==> src/rtl/flash_cmd_pkg.sv <==
// Shared types for the flash command decoder: opcodes, sequence states and
// the kind of long operation that holds the lockout.
package flash_cmd_pkg;
    typedef enum logic [2:0] {
        OP_NONE   = 3'd0,
        OP_RESET  = 3'd1,
        OP_IDENT  = 3'd2,
        OP_PROG   = 3'd3,
        OP_CHIP   = 3'd4,
        OP_SECT   = 3'd5,
        OP_SUSP   = 3'd6,
        OP_RESUME = 3'd7
    } op_e;

    typedef enum logic [2:0] {
        S_IDLE, S_UNL1, S_UNL2, S_PDATA, S_ERA1, S_ERA2, S_ERA3
    } seq_e;

    typedef enum logic [1:0] {
        LK_NONE, LK_PROG, LK_CHIP, LK_SECT
    } lock_e;

    typedef enum logic [1:0] {
        RD_ARRAY  = 2'd0,
        RD_IDENT  = 2'd1,
        RD_STATUS = 2'd2
    } rdsrc_e;
endpackage

==> src/rtl/fcd_bus_sync.sv <==
// Bus front end. Synchronizes the asynchronous strobes into clk and forms the
// write span (ce_n and we_n both low). It latches the address when the span
// begins and the data when it ends, then pulses wr_evt once.
// Assumes addr is stable through the span and wdata stays stable for
// SYNC_STAGES+1 cycles after it ends.
module fcd_bus_sync #(
    parameter int ADDR_W      = 19,
    parameter int DATA_W      = 8,
    parameter int SYNC_STAGES = 2
) (
    input  logic              clk,
    input  logic              rst_n,
    input  logic              ce_n,
    input  logic              we_n,
    input  logic              oe_n,
    input  logic [ADDR_W-1:0] addr,
    input  logic [DATA_W-1:0] wdata,
    output logic              wr_evt,
    output logic [ADDR_W-1:0] wr_addr,
    output logic [DATA_W-1:0] wr_data,
    output logic              rd_active
);
    localparam int LAST = SYNC_STAGES - 1;

    logic [LAST:0] ce_sh, we_sh, oe_sh;
    logic          span, span_d;

    // Synchronizer chains for the three strobes, idle high.
    always_ff @(posedge clk) begin
        if (!rst_n) begin
            ce_sh <= '1;
            we_sh <= '1;
            oe_sh <= '1;
        end else begin
            ce_sh <= {ce_sh[LAST-1:0], ce_n};
            we_sh <= {we_sh[LAST-1:0], we_n};
            oe_sh <= {oe_sh[LAST-1:0], oe_n};
        end
    end

    assign span      = !ce_sh[LAST] && !we_sh[LAST];
    assign rd_active = !ce_sh[LAST] && !oe_sh[LAST] && we_sh[LAST];

    // Edge tracking of the write span, address and data capture, event pulse.
    always_ff @(posedge clk) begin
        if (!rst_n) begin
            span_d  <= 1'b0;
            wr_evt  <= 1'b0;
            wr_addr <= '0;
            wr_data <= '0;
        end else begin
            span_d <= span;
            wr_evt <= 1'b0;
            if (span && !span_d) wr_addr <= addr;
            if (!span && span_d) begin
                wr_data <= wdata;
                wr_evt  <= 1'b1;
            end
        end
    end

    a_r2_single_event: assert property (@(posedge clk) disable iff (!rst_n)
        wr_evt |=> !wr_evt);
endmodule

==> src/rtl/fcd_seq_fsm.sv <==
// Sequence tracker. Matches unlock prefixes and command bytes on the low
// MATCH_W address bits, issues one-cycle command pulses and applies the
// lockout while the engine reports busy. Assumes wr_evt pulses are at least
// two cycles apart.
module fcd_seq_fsm
    import flash_cmd_pkg::*;
#(
    parameter int ADDR_W  = 19,
    parameter int DATA_W  = 8,
    parameter int MATCH_W = 11
) (
    input  logic              clk,
    input  logic              rst_n,
    input  logic              wr_evt,
    input  logic [ADDR_W-1:0] wr_addr,
    input  logic [DATA_W-1:0] wr_data,
    input  logic              eng_busy,
    output logic              cmd_valid,
    output op_e               cmd_op,
    output logic [ADDR_W-1:0] cmd_addr,
    output logic [DATA_W-1:0] cmd_data,
    output logic              id_mode,
    output logic              suspended
);
    localparam logic [MATCH_W-1:0] K_A = MATCH_W'('h555);
    localparam logic [MATCH_W-1:0] K_B = MATCH_W'('h2AA);
    localparam logic [DATA_W-1:0]  D_UNL1  = DATA_W'('hAA);
    localparam logic [DATA_W-1:0]  D_UNL2  = DATA_W'('h55);
    localparam logic [DATA_W-1:0]  D_PROG  = DATA_W'('hA0);
    localparam logic [DATA_W-1:0]  D_ERASE = DATA_W'('h80);
    localparam logic [DATA_W-1:0]  D_IDENT = DATA_W'('h90);
    localparam logic [DATA_W-1:0]  D_RESET = DATA_W'('hF0);
    localparam logic [DATA_W-1:0]  D_CHIP  = DATA_W'('h10);
    localparam logic [DATA_W-1:0]  D_SECT  = DATA_W'('h30);
    localparam logic [DATA_W-1:0]  D_SUSP  = DATA_W'('hB0);

    seq_e  state, nxt_state;
    lock_e lock_kind, nxt_lock;
    logic  nxt_id, nxt_susp, issue;
    op_e   nxt_op;
    logic  at_a, at_b, is_unl1, is_unl2, is_reset;

    assign at_a     = wr_addr[MATCH_W-1:0] == K_A;
    assign at_b     = wr_addr[MATCH_W-1:0] == K_B;
    assign is_unl1  = at_a && wr_data == D_UNL1;
    assign is_unl2  = at_b && wr_data == D_UNL2;
    assign is_reset = wr_data == D_RESET;

    // Next-state decode: lockout first, then the sequence steps.
    always_comb begin
        nxt_state = state;
        nxt_lock  = lock_kind;
        nxt_id    = id_mode;
        nxt_susp  = eng_busy ? suspended : 1'b0;
        issue     = 1'b0;
        nxt_op    = OP_NONE;
        if (wr_evt) begin
            if (eng_busy) begin
                if (lock_kind == LK_SECT) begin
                    if (!suspended && wr_data == D_SUSP) begin
                        issue = 1'b1; nxt_op = OP_SUSP; nxt_susp = 1'b1;
                    end else if (suspended && wr_data == D_SECT) begin
                        issue = 1'b1; nxt_op = OP_RESUME; nxt_susp = 1'b0;
                    end
                end
            end else begin
                nxt_state = S_IDLE;
                if (state == S_PDATA) begin
                    issue = 1'b1; nxt_op = OP_PROG; nxt_lock = LK_PROG; nxt_id = 1'b0;
                end else if (is_reset) begin
                    issue = 1'b1; nxt_op = OP_RESET; nxt_id = 1'b0;
                end else begin
                    unique case (state)
                        S_IDLE: if (is_unl1) nxt_state = S_UNL1; else nxt_id = 1'b0;
                        S_UNL1: if (is_unl2) nxt_state = S_UNL2; else nxt_id = 1'b0;
                        S_UNL2: begin
                            if (at_a && wr_data == D_PROG)       nxt_state = S_PDATA;
                            else if (at_a && wr_data == D_ERASE) nxt_state = S_ERA1;
                            else if (at_a && wr_data == D_IDENT) begin
                                issue = 1'b1; nxt_op = OP_IDENT; nxt_id = 1'b1;
                            end else nxt_id = 1'b0;
                        end
                        S_ERA1: if (is_unl1) nxt_state = S_ERA2; else nxt_id = 1'b0;
                        S_ERA2: if (is_unl2) nxt_state = S_ERA3; else nxt_id = 1'b0;
                        S_ERA3: begin
                            nxt_id = 1'b0;
                            if (at_a && wr_data == D_CHIP) begin
                                issue = 1'b1; nxt_op = OP_CHIP; nxt_lock = LK_CHIP;
                            end else if (wr_data == D_SECT) begin
                                issue = 1'b1; nxt_op = OP_SECT; nxt_lock = LK_SECT;
                            end
                        end
                        default: nxt_id = 1'b0;
                    endcase
                end
            end
        end
    end

    // State registers and the registered command strobe.
    always_ff @(posedge clk) begin
        if (!rst_n) begin
            state     <= S_IDLE;
            lock_kind <= LK_NONE;
            id_mode   <= 1'b0;
            suspended <= 1'b0;
            cmd_valid <= 1'b0;
            cmd_op    <= OP_NONE;
            cmd_addr  <= '0;
            cmd_data  <= '0;
        end else begin
            state     <= nxt_state;
            lock_kind <= nxt_lock;
            id_mode   <= nxt_id;
            suspended <= nxt_susp;
            cmd_valid <= issue;
            if (issue) begin
                cmd_op   <= nxt_op;
                cmd_addr <= wr_addr;
                cmd_data <= wr_data;
            end
        end
    end

    a_r12_one_cycle: assert property (@(posedge clk) disable iff (!rst_n)
        cmd_valid |=> !cmd_valid);
    a_r9_locked_silent: assert property (@(posedge clk) disable iff (!rst_n)
        (wr_evt && eng_busy && lock_kind != LK_SECT) |=> !cmd_valid);
    a_r3_prog_after_a0: assert property (@(posedge clk) disable iff (!rst_n)
        (cmd_valid && cmd_op == OP_PROG) |-> $past(state) == S_PDATA);
    a_r10_suspend_busy: assert property (@(posedge clk) disable iff (!rst_n)
        (cmd_valid && cmd_op == OP_SUSP) |-> $past(eng_busy));
endmodule

==> src/rtl/fcd_read_steer.sv <==
// Read steering. Picks the read source from the busy and suspend state and
// the identifier mode, and forms the identifier byte from the low address
// bits. Purely combinational.
module fcd_read_steer
    import flash_cmd_pkg::*;
#(
    parameter int           DATA_W = 8,
    parameter logic [7:0]   MFR_ID = 8'hC2,
    parameter logic [7:0]   DEV_ID = 8'h4F
) (
    input  logic              eng_busy,
    input  logic              suspended,
    input  logic              id_mode,
    input  logic [1:0]        addr_lo,
    output logic [1:0]        rd_src,
    output logic [DATA_W-1:0] id_byte
);
    // Source priority: status, then identifier, then array.
    always_comb begin
        if (eng_busy && !suspended) rd_src = RD_STATUS;
        else if (id_mode)           rd_src = RD_IDENT;
        else                        rd_src = RD_ARRAY;
    end

    // Identifier code selected by the two lowest address bits.
    always_comb begin
        id_byte = '0;
        if (id_mode) begin
            unique case (addr_lo)
                2'b00:   id_byte = DATA_W'(MFR_ID);
                2'b01:   id_byte = DATA_W'(DEV_ID);
                default: id_byte = '0;
            endcase
        end
    end
endmodule

==> src/rtl/flash_cmd_decoder.sv <==
// Top of the flash command decoder: bus synchronizer, sequence tracker and
// read steering. Assumes one system clock and well-separated bus cycles.
module flash_cmd_decoder
    import flash_cmd_pkg::*;
#(
    parameter int ADDR_W      = 19,
    parameter int DATA_W      = 8,
    parameter int MATCH_W     = 11,
    parameter int SYNC_STAGES = 2
) (
    input  logic              clk,
    input  logic              rst_n,
    input  logic              ce_n,
    input  logic              we_n,
    input  logic              oe_n,
    input  logic [ADDR_W-1:0] addr,
    input  logic [DATA_W-1:0] wdata,
    input  logic              eng_busy,
    output logic              cmd_valid,
    output logic [2:0]        cmd_op,
    output logic [ADDR_W-1:0] cmd_addr,
    output logic [DATA_W-1:0] cmd_data,
    output logic              rd_active,
    output logic [1:0]        rd_src,
    output logic [DATA_W-1:0] id_byte
);
    logic              wr_evt, id_mode, suspended;
    logic [ADDR_W-1:0] wr_addr;
    logic [DATA_W-1:0] wr_data;
    op_e               op_q;

    fcd_bus_sync #(.ADDR_W(ADDR_W), .DATA_W(DATA_W), .SYNC_STAGES(SYNC_STAGES)) u_sync (
        .clk(clk), .rst_n(rst_n), .ce_n(ce_n), .we_n(we_n), .oe_n(oe_n),
        .addr(addr), .wdata(wdata), .wr_evt(wr_evt), .wr_addr(wr_addr),
        .wr_data(wr_data), .rd_active(rd_active));

    fcd_seq_fsm #(.ADDR_W(ADDR_W), .DATA_W(DATA_W), .MATCH_W(MATCH_W)) u_fsm (
        .clk(clk), .rst_n(rst_n), .wr_evt(wr_evt), .wr_addr(wr_addr),
        .wr_data(wr_data), .eng_busy(eng_busy), .cmd_valid(cmd_valid),
        .cmd_op(op_q), .cmd_addr(cmd_addr), .cmd_data(cmd_data),
        .id_mode(id_mode), .suspended(suspended));

    assign cmd_op = op_q;

    fcd_read_steer #(.DATA_W(DATA_W)) u_rd (
        .eng_busy(eng_busy), .suspended(suspended), .id_mode(id_mode),
        .addr_lo(addr[1:0]), .rd_src(rd_src), .id_byte(id_byte));
endmodule

==> config.mk <==
export PLATFORM = sky130hd
export DESIGN_NAME = flash_cmd_decoder
export DESIGN_NICKNAME = d
export VERILOG_FILES = /design/src/rtl/flash_cmd_pkg.sv /design/src/rtl/fcd_bus_sync.sv /design/src/rtl/fcd_seq_fsm.sv /design/src/rtl/fcd_read_steer.sv /design/src/rtl/flash_cmd_decoder.sv
export SDC_FILE = /design/constraint.sdc
export NUM_CORES = 1
export LEC_CHECK = 0
export ABC_AREA = 1
export BUFFER_PORTS_ARGS = -buffer_cell sky130_fd_sc_hd__buf_2
export CAP_MARGIN = 10
export CORE_MARGIN = 2
export CORE_UTILIZATION = 40
export CTS_BUF_LIST = sky130_fd_sc_hd__clkbuf_8
export DETAILED_ROUTE_END_ITERATION = 12
export GPL_TIMING_DRIVEN = 1
export HOLD_SLACK_MARGIN = 0.05
export SLEW_MARGIN = 20
export SYNTH_ARGS = -nofsm -noshare
export SYNTH_HDL_FRONTEND = slang
export SYNTH_SLANG_ARGS = --single-unit
==> constraint.sdc <==
create_clock -name clk -period 1.49 [get_ports clk]
set_clock_uncertainty 0.05 [all_clocks]
set_input_delay 0.0745 -clock clk [delete_from_list [all_inputs] [get_ports clk]]
set_output_delay 0.0745 -clock clk [all_outputs]
set_load 0.02 [all_outputs]
==> results by group <==
Outcome
  • Outcome: finished with violations
  • Failing checks: setup timing

STA
  • WHS: 0.0768 ns
  • Fmax: 0.572 GHz
  • Final hold vios: 0
  • Tmin final: 1.75 ns
  • Fin Setup TNS: -6.89 ns
  • Final Cycle Share: 117%
  • RSZ-0062 raised after global routing: yes
  • Max Slew Vio Count: 0
  • Final setup margin: -0.258 ns
  • Finish-stage setup viols: 34

Clock network
  • Num CTS Buffers: 9
  • H-tree Lvls: 3
  • Clock Sink Count: 73
  • CTS tree: yes
  • Clock root buffer master: clkbuf_8
  • Reg clk slew, reported paths: 0.08 ns
  • Clk_lat worst skew: 0.36 ns
  • CTS max path bufs: 2

Critical path
  • Worst EP required: 1.70 ns
  • Startpoint Class: register
  • CP Class: reg -> reg
  • CP Max Fanout: 8
  • R2R setup slack: -0.26 ns
  • Crit path capture type: register
  • Worst EP arrival: 1.96 ns

Detailed routing
  • DRT iter0 DRCs: 145
  • Remaining antenna violation count: 0
  • Routed WL: 9970 µm
  • DR WL met3: 478 µm
  • Via count: 3552
  • Max Used Layer: met4
  • DRC: 0
  • Met2 routed WL: 5040 µm
  • WL per Instance: 13.8 µm
  • DRT Pass-1 Iters: 5
  • Met1 WL: 4320 µm
  • DR vias/cell: 4.91

Global route
  • Initial antenna violation count: 0
  • First-pass GRT wire length: 15000 µm
  • GR Util All Layers: 21.6%
  • Largest net degree at the start of global routing: 61
  • Remaining Overflow, GRT: 0
  • Number of global-route vias before repair: 3244

Synth
  • Number of distinct library cells after synthesis: 28
  • Mapped Cells: 452
  • Syn avg cell area: 7.15 µm²
  • Synthesized area: 0.00323 mm²
  • FF+latch count, synth: 73
  • Seq/Total Area, Yosys: 45.2%
  • Yosys warning total: 0

Power and ir drop
  • Reg power frac: 52.8%
  • Pwr per Cell Area: 710 mW/mm²
  • Combinational fraction of design power: 9.7%
  • Int Pwr: 2.79 mW
  • Clock network fraction of total power: 37.5%
  • Switch Pwr: 0.942 mW
  • Worst vdd ir: 0.384 mV
  • Switching share of power: 25.2%
  • Power Total: 3.73 mW
  • Pleak: 2.25 nW

Cells and area
  • Final nets: 649
  • Commonest non-fill, non-tap cell in the layout: buf_2
  • Fill count: 657
  • Commonest non-fill, non-tap cells in the layout: buf_2, dfxtp_1, nand2_1
  • Ant diodes: 0
  • Share of cells above drive strength 1: 43.5%
  • Layout Utilization: 67.7%
  • Synth-to-layout area growth: 62.8%

Placed design
  • I/O Buffers: 72
  • Pre-CTS WS: -0.180 ns
  • Post-DP HPWL: 5730 µm
  • Final GP Congestion: 0.900

Min path
  • Hold Path Class: in -> reg

Floorplanning
  • I/O pin count: 75
  • Initial Util: 41.6%
  • Site row count: 32
  • Core area: 0.00777 mm²
  • Die area: 0.00881 mm²
  • Die height: 93.9 µm
  • Chip width: 93.9 µm

Flow run
  • Number of max-cap violations: 0
==> worst max-delay path, stage by stage, from the launching register on <==
cell and delay [ns]:
dfxtp_2 0.34, buf_6 0.12, nor3_4 0.19, nand2_2 0.09, o21ai_2 0.17, nand2_2 0.12, nand2_8 0.11, buf_12 0.13
buf_12 0.12, nand3_1 0.09, nand2_1 0.07, nor2_1 0.04
==> per-stage QoR <==
stage	area, µm²	instances
3_5_place_dp	3990	647
2_1_floorplan	3230	453
3_3_place_gp	3990	647
4_1_cts	4760	708
6_report	5260	723
5_1_grt	5260	723
==> power groups by stage <==
stage | sequential [mW] | combinational, mW | clock (mW)
after CTS | 1.97 | 0.307 | 1.43
final | 1.97 | 0.362 | 1.40
after floorplan | 2.02 | 0.132 | 0
after detailed placement | 2.02 | 0.227 | 0
after global routing | 1.97 | 0.397 | 1.53
after global placement | 2.02 | 0.224 | 0
==> cell usage after synthesis (all sizes together) <==
master	number	share of area, %
a211oi	1	0.23
a21oi	63	9.8
buf	20	4.8
clkbuf	9	1.0
clkinv	1	0.12
conb	1	0.12
dfxtp	73	45
inv	47	5.5
nand2	71	8.8
nand3	47	7.3
nand3b	1	0.23
nand4	6	1.4
nor2	66	7.7
nor3	8	1.4
nor3b	1	0.23
nor4	1	0.19
o21ai	29	4.6
or2	7	1.4
==> area by class of cell <==
type	count	area (µm²)	share of cell area, %
well taps	102	128	2.43
repair buffers	181	1540	29.2
clock inverters	6	35.0	0.666
multi-input cells	303	1760	33.5
inverters	48	180	3.43
flip-flops and latches	73	1480	28.2
clock buffers	10	138	2.62
==> logic make-up (layout without fill, tap and decap cells) <==
group / after synthesis / after routing / synth area share, %
AO/OA/AOI/OAI: 93 / 93 / 14.6
buffers and inverters: 77 / 245 / 11.5
flip-flops: 73 / 73 / 45.2
other: 1 / 2 / 0.116
AND/OR/NAND/NOR: 208 / 208 / 28.6
==> worst paths after layout <==
kind,start,to,cells after the start
worst max-delay path,u_sync.wr_data[6]$_SDFFE_PN0P_,u_fsm.cmd_addr[12]$_SDFFE_PN0P_,11
worst min-delay path,eng_busy,u_fsm.cmd_op[2]$_SDFFE_PN0P_,5
worst max register to register,u_sync.wr_data[6]$_SDFFE_PN0P_,u_fsm.cmd_addr[12]$_SDFFE_PN0P_,11
worst min register to register,u_sync.ce_sh[0]$_SDFF_PN1_,u_sync.ce_sh[1]$_SDFF_PN1_,1
==> repair_timing <==
item | 4_1_cts | 5_1_grt
pin swaps | 6 | 21
hold buffers | 31 | 0
endpoints found under the hold margin | 31 | 0
resized for setup | 33 | 85
buffers inserted | 12 | 9
endpoints found under the setup margin | 37 | 44
gates cloned | 2 | 8
==> registers in the layout, summed over array words and instances, names as in the netlist, 2 cells and up <==
name,cells
u_sync.we_sh,2
u_sync.wr_data,8
u_sync.ce_sh,2
u_fsm.cmd_data,8
u_sync.wr_addr,19
u_fsm.cmd_op,3
u_fsm.state,3
u_fsm.lock_kind,2
u_fsm.cmd_addr,19
u_sync.oe_sh,2
==> per-layer routing <==
layer,vias to the layer above,global-route usage [%]
li1,1789,-
met1,1644,26.8
met2,103,36.5
met3,16,5.54
met4,0,6.88
met5,-,0
Note: power is estimated with default switching activity, not from simulation.
